**src/rtl/cirq_pkg.sv**
```systemverilog
package cirq_pkg;
  localparam logic [1:0] SEL_MASK = 2'd0;
  localparam logic [1:0] SEL_CASC = 2'd1;
  localparam logic [1:0] SEL_BASE = 2'd2;

  typedef enum logic [1:0] {RD_NONE, RD_ACK, RD_EOI, RD_SPUR} rdMode_t;

  typedef struct packed {
    logic    ackTake;
    logic    eoiTake;
    logic    wrMask;
    logic    wrCasc;
    logic    wrBase;
    rdMode_t rdMode;
  } cirqStrobes_t;
endpackage

```
**src/rtl/cirq_ctrl.sv**
```systemverilog
module cirq_ctrl
  import cirq_pkg::*;
(
  input  logic         ackRd,
  input  logic         eoiRd,
  input  logic         wrEn,
  input  logic [1:0]   wrSel,
  input  logic         hasWinner,
  input  logic         hasActive,
  output cirqStrobes_t strobes
);
  logic eoiOnly;

  always_comb begin
    eoiOnly = eoiRd && !ackRd;
    strobes = '0;
    strobes.rdMode  = RD_NONE;
    strobes.wrMask  = wrEn && (wrSel == SEL_MASK);
    strobes.wrCasc  = wrEn && (wrSel == SEL_CASC);
    strobes.wrBase  = wrEn && (wrSel == SEL_BASE);
    strobes.ackTake = ackRd && hasWinner;
    strobes.eoiTake = eoiOnly && hasActive;
    if (ackRd) begin
      strobes.rdMode = hasWinner ? RD_ACK : RD_SPUR;
    end else if (eoiOnly) begin
      strobes.rdMode = hasActive ? RD_EOI : RD_SPUR;
    end
  end
endmodule

```
**src/rtl/cirq_datapath.sv**
```systemverilog
module cirq_datapath
  import cirq_pkg::*;
#(
  parameter int NUM_LINES = 16,
  parameter int BASE_W    = 7,
  parameter int BYTE_W    = BASE_W + 1,
  parameter int LIDX_W    = $clog2(NUM_LINES)
) (
  input  logic                 clk,
  input  logic                 rstN,
  input  logic [NUM_LINES-1:0] irqReq,
  input  logic [NUM_LINES-1:0] wrData,
  input  cirqStrobes_t         strobes,
  output logic                 hasWinner,
  output logic                 hasActive,
  output logic [BYTE_W-1:0]    rdByte
);
  localparam logic [BYTE_W-1:0] SPURIOUS = {1'b0, {BASE_W{1'b1}}};

  logic [NUM_LINES-1:0] maskReg, cascReg, inSvc;
  logic [BASE_W-1:0]    baseReg;
  logic [NUM_LINES-1:0] aboveActive, candidate;
  logic [LIDX_W-1:0]    winIdx, actIdx;

  function automatic logic [LIDX_W-1:0] lowestSet(input logic [NUM_LINES-1:0] v);
    logic [LIDX_W-1:0] idx;
    idx = '0;
    for (int i = NUM_LINES - 1; i >= 0; i--) begin
      if (v[i]) idx = LIDX_W'(i);
    end
    return idx;
  endfunction

  function automatic logic [BYTE_W-1:0] lineByte(input logic [LIDX_W-1:0] idx,
                                                 input logic [NUM_LINES-1:0] casc,
                                                 input logic [BASE_W-1:0] base);
    if (casc[idx]) return BYTE_W'(idx) - BYTE_W'(NUM_LINES);
    return {1'b0, base + BASE_W'(idx)};
  endfunction

  assign hasActive = |inSvc;
  assign actIdx    = lowestSet(inSvc);

  for (genvar g = 0; g < NUM_LINES; g++) begin : g_above
    assign aboveActive[g] = !hasActive || (LIDX_W'(g) < actIdx);
  end

  assign candidate = irqReq & ~maskReg & ~inSvc & aboveActive;
  assign hasWinner = |candidate;
  assign winIdx    = lowestSet(candidate);

  always_comb begin
    unique case (strobes.rdMode)
      RD_ACK:  rdByte = lineByte(winIdx, cascReg, baseReg);
      RD_EOI:  rdByte = lineByte(actIdx, cascReg, baseReg);
      RD_SPUR: rdByte = SPURIOUS;
      default: rdByte = '0;
    endcase
  end

  always_ff @(posedge clk) begin
    if (!rstN) begin
      maskReg <= '1;
      cascReg <= '0;
      baseReg <= '0;
    end else begin
      if (strobes.wrMask) maskReg <= wrData;
      if (strobes.wrCasc) cascReg <= wrData;
      if (strobes.wrBase) baseReg <= wrData[BASE_W-1:0];
    end
  end

  always_ff @(posedge clk) begin
    if (!rstN) begin
      inSvc <= '0;
    end else if (strobes.ackTake) begin
      inSvc[winIdx] <= 1'b1;
    end else if (strobes.eoiTake) begin
      inSvc[actIdx] <= 1'b0;
    end
  end
endmodule

```
**src/rtl/cascade_irq_master.sv**
```systemverilog
module cascade_irq_master
  import cirq_pkg::*;
#(
  parameter int NUM_LINES = 16,
  parameter int BASE_W    = 7,
  localparam int BYTE_W   = BASE_W + 1
) (
  input  logic                 clk,
  input  logic                 rstN,
  input  logic [NUM_LINES-1:0] irqReq,
  input  logic                 wrEn,
  input  logic [1:0]           wrSel,
  input  logic [NUM_LINES-1:0] wrData,
  input  logic                 ackRd,
  input  logic                 eoiRd,
  output logic                 irqOut,
  output logic [BYTE_W-1:0]    rdByte
);
  cirqStrobes_t strobes;
  logic hasWinner, hasActive;

  cirq_ctrl u_ctrl (
    .ackRd(ackRd), .eoiRd(eoiRd), .wrEn(wrEn), .wrSel(wrSel),
    .hasWinner(hasWinner), .hasActive(hasActive), .strobes(strobes)
  );

  cirq_datapath #(.NUM_LINES(NUM_LINES), .BASE_W(BASE_W)) u_dp (
    .clk(clk), .rstN(rstN), .irqReq(irqReq), .wrData(wrData),
    .strobes(strobes), .hasWinner(hasWinner), .hasActive(hasActive),
    .rdByte(rdByte)
  );

  assign irqOut = hasWinner;
endmodule

```
**config.mk**
```make
export PLATFORM = sky130hd
export DESIGN_NAME = cascade_irq_master
export DESIGN_NICKNAME = d
export VERILOG_FILES = /design/src/rtl/cirq_pkg.sv /design/src/rtl/cirq_ctrl.sv /design/src/rtl/cirq_datapath.sv /design/src/rtl/cascade_irq_master.sv
export SDC_FILE = /design/constraint.sdc
export NUM_CORES = 1
export LEC_CHECK = 0
export ABC_AREA = 1
export ABC_CLOCK_PERIOD_IN_PS = 7400
export BUFFER_PORTS_ARGS = -buffer_cell sky130_fd_sc_hd__buf_2
export CAP_MARGIN = 10
export CORE_MARGIN = 3
export CORE_UTILIZATION = 43
export CTS_BUF_LIST = sky130_fd_sc_hd__clkbuf_2 sky130_fd_sc_hd__clkbuf_4 sky130_fd_sc_hd__clkbuf_8
export CTS_CLUSTER_DIAMETER = 40
export DETAILED_ROUTE_END_ITERATION = 7
export HOLD_SLACK_MARGIN = 0.12
export PLACE_DENSITY = 0.6
export SYNTH_ARGS = -nofsm -noshare
export SYNTH_HDL_FRONTEND = slang
export SYNTH_SLANG_ARGS = --single-unit
```
**constraint.sdc**
```tcl
create_clock -name clk -period 7.4 [get_ports clk]
set_clock_uncertainty 0.15 [all_clocks]
set_input_delay 0.74 -clock clk [delete_from_list [all_inputs] [get_ports clk]]
set_output_delay 0.74 -clock clk [all_outputs]
set_load 0.01 [all_outputs]
```
==> out/qor.csv <==
metric,value,unit
die_h,101,um
diodes,0,
ios,48,
intPower,550,uW
drt_wl_total,12600,um
cts_tree,yes,
die_width,101,um
cts_hold_buf,0,
slew_violations,0,
placed_cells,777,
dp_slack,2.62,ns
grt_util_met2,0.381,
status,completed,
antenna_found_initial,0,
drt-pass1-iter-count,5,
portBuffers,47,
period_minus_slack,5.21,ns
grt_max_degree,41,
grt.met1_usage,0.364,
ant_nets,0,
drtIter0Drc,343,
fmaxAchievable,192,MHz
ys_seq_area_frac,0.284,
r2r-start,u_dp.inSvc[13]$_SDFFE_PN0P_,
critPathKind,flip-flop to output port,
avgRoutedWirePerCell,16.1,um
finalCritPeriodShare,0.704,
fillers,900,
pwr-share-seq,0.308,
gp_congestion,0.977,
p_leak,2.14,nW
fp-row-count,34,
power.share.clock,0.171,
rsz0062_at_grt,false,
end_kind,output port,
fin_util,0.492,
overflow,0,
power.switching,514,uW
power.density,248,nW/um2
grt_pass1_vias,3869,
synth.distinct_cells,36,
arrival,4.32,ns
use_met3,0.0443,
cpPeakStageDelay,0.39,ns
worstSetupStartpointType,flip-flop,
final-hold-violation-count,0,
hold_class,flip-flop to flip-flop,
crit_path_start,u_dp.inSvc[0]$_SDFFE_PN0P_,
nets,725,
syn_area_per_cell,6.10,um2
area_growth,10.6,%
start_util,0.445,
yosys-top-cells-area,"dfxtp_1, nand2_1, inv_1",
clkSlewWorstSetupHoldPaths,0.11,ns
postSynthNetCount,685,
switching_share,0.483,
tightestPinTransition,1.00,ns
path_common_cell,nand2_1,
hold_start,u_dp.maskReg[1]$_SDFFE_PN1P_,
cp_slowest_cell,dfxtp_1,
viasPerCell,5.32,
layout.cells.most_common_list,"nand2_1, inv_1, nor2_1",
grt_pass1_wl,19900,um
synth_area,3880,um2
h-tree-depth,2,
seqCellArea,1100,um2
slew_headroom,0.330,
track_usage,0.253,
numClockSinks,55,
die_area,10200,um2
synth_area_leader_cell,dfxtp_1,
cts.repair.resized,0,
multi_input_area,2330,um2
critPathRequiredTime,6.51,ns
route.detailed.drc,0,
drv_cap,0,
numCtsBuffers,5,
cts.path.max_buffers,2,
irDropWorstVdd,0.142,mV
yosysWarnings,0,
fin_setup_tns,0,ns
pwr-share-comb,0.521,
vias,4179,
cts_setup_buffers,0,
setup_ws,2.19,ns
drive_gt1_frac,0.118,
synth_seq_cells,55,
cp_max_fo,13,
final_common_cell,nand2_1,
root_buffer,clkbuf_8,
hpwl,10100,um
clk_latency,0.31,ns
gr-max-usage-layer,met2,
instances_no_fill,785,
core,8720,um2
synth_top_area_frac,0.284,
syn_inst,636,
setup_violations,0,
[metrics by stage]
step | power (mW) | hold slack, ns | instance area (um2)
2_1_floorplan | 0.719 | 0.271 | 3880
5_1_grt | 1.14 | 0.368 | 4290
6_report | 1.06 | 0.321 | 4290
3_5_place_dp | 0.878 | 0.297 | 4200
4_1_cts | 1.06 | 0.324 | 4290
3_3_place_gp | 0.880 | 0.289 | 4200
[power by group through the flow]
stage          clock network, mW  logic (mW)  registers [mW]
6_report                   0.182       0.554           0.327
5_1_grt                    0.197       0.617           0.329
4_1_cts                    0.185       0.548           0.327
3_5_place_dp                   0       0.545           0.333
2_1_floorplan                  0       0.391           0.328
3_3_place_gp                   0       0.547           0.333
[path summary, 6_finish.rpt]
| kind | endpoint | slack [ns] | cells after the start |
|---|---|---|---|
| min reg2reg | u_dp.maskReg[1]$_SDFFE_PN1P_ | 0.32 | 2 |
| max | rdByte[6] | 2.19 | 32 |
| max reg2reg | u_dp.inSvc[13]$_SDFFE_PN0P_ | 3.68 | 23 |
| min | u_dp.maskReg[1]$_SDFFE_PN1P_ | 0.32 | 2 |
[synth_stat cells]
cell and n:
a21boi_0 4, a21oi_1 49, a311oi_1 1, a31oi_1 1
and2_1 1, and3b_1 1, buf_2 1, buf_6 1
clkbuf_1 13, clkinv_1 1, dfxtp_1 55, fa_1 2
ha_1 8, inv_1 97, inv_2 6, nand2_1 164
nand2_2 6, nand2_4 3, nand3_1 46, nand3_2 2
nand4_1 12, nor2_1 56, nor2_2 2, nor2_4 3
nor2_8 1, nor3_1 8, nor3b_1 2, nor4_1 6
o211ai_1 4, o21a_1 3, o21ai_0 50, o21ai_1 7
o22ai_1 4, o31ai_1 7, xnor2_1 1, xor2_1 8
[cell type report]
cell class | count | share of cell area
Multi-Input combinational cell | 462 | 0.542
Clock buffer | 6 | 0.0178
Clock inverter | 2 | 0.00379
Tap cell | 108 | 0.0315
Timing Repair Buffer | 48 | 0.0566
Sequential cell | 55 | 0.257
Inverter | 104 | 0.0910
[sequential cells by signal (all words and copies together), names as in the netlist]
| register | flops |
|---|---|
| u_dp.maskReg | 16 |
| u_dp.cascReg | 16 |
| u_dp.inSvc | 16 |
| u_dp.baseReg | 7 |
[cell families after synthesis]
kind of cell / after synthesis / synth area share
and+or+nand+nor: 313 / 0.360
xor gates and xnor gates: 9 / 0.0203
DFF: 55 / 0.284
buffers and inverters: 119 / 0.117
AOI/OAI and AO/OA: 130 / 0.182
adders and majority gates: 10 / 0.0361
[critical path: cells and delay by family, from the launching register on]
family                     cells  cell delay, ns
and+or+nand+nor               22            1.98
DFF                            1            0.39
buffers and inverters          5            0.49
adders and majority gates      2            0.56
xor gates and xnor gates       1            0.15
AOI/OAI and AO/OA              2            0.42
[layer usage]
layer | wire [um] | vias to the layer above | part of all wire
met2 | 5460 | 146 | 0.43
met4 | 304 | 0 | 0.024
met3 | 830 | 17 | 0.066
met1 | 6010 | 1878 | 0.48
li1 | - | 2138 | -
met5 | 0 | - | 0
Note: power is estimated with default switching activity, not from simulation.
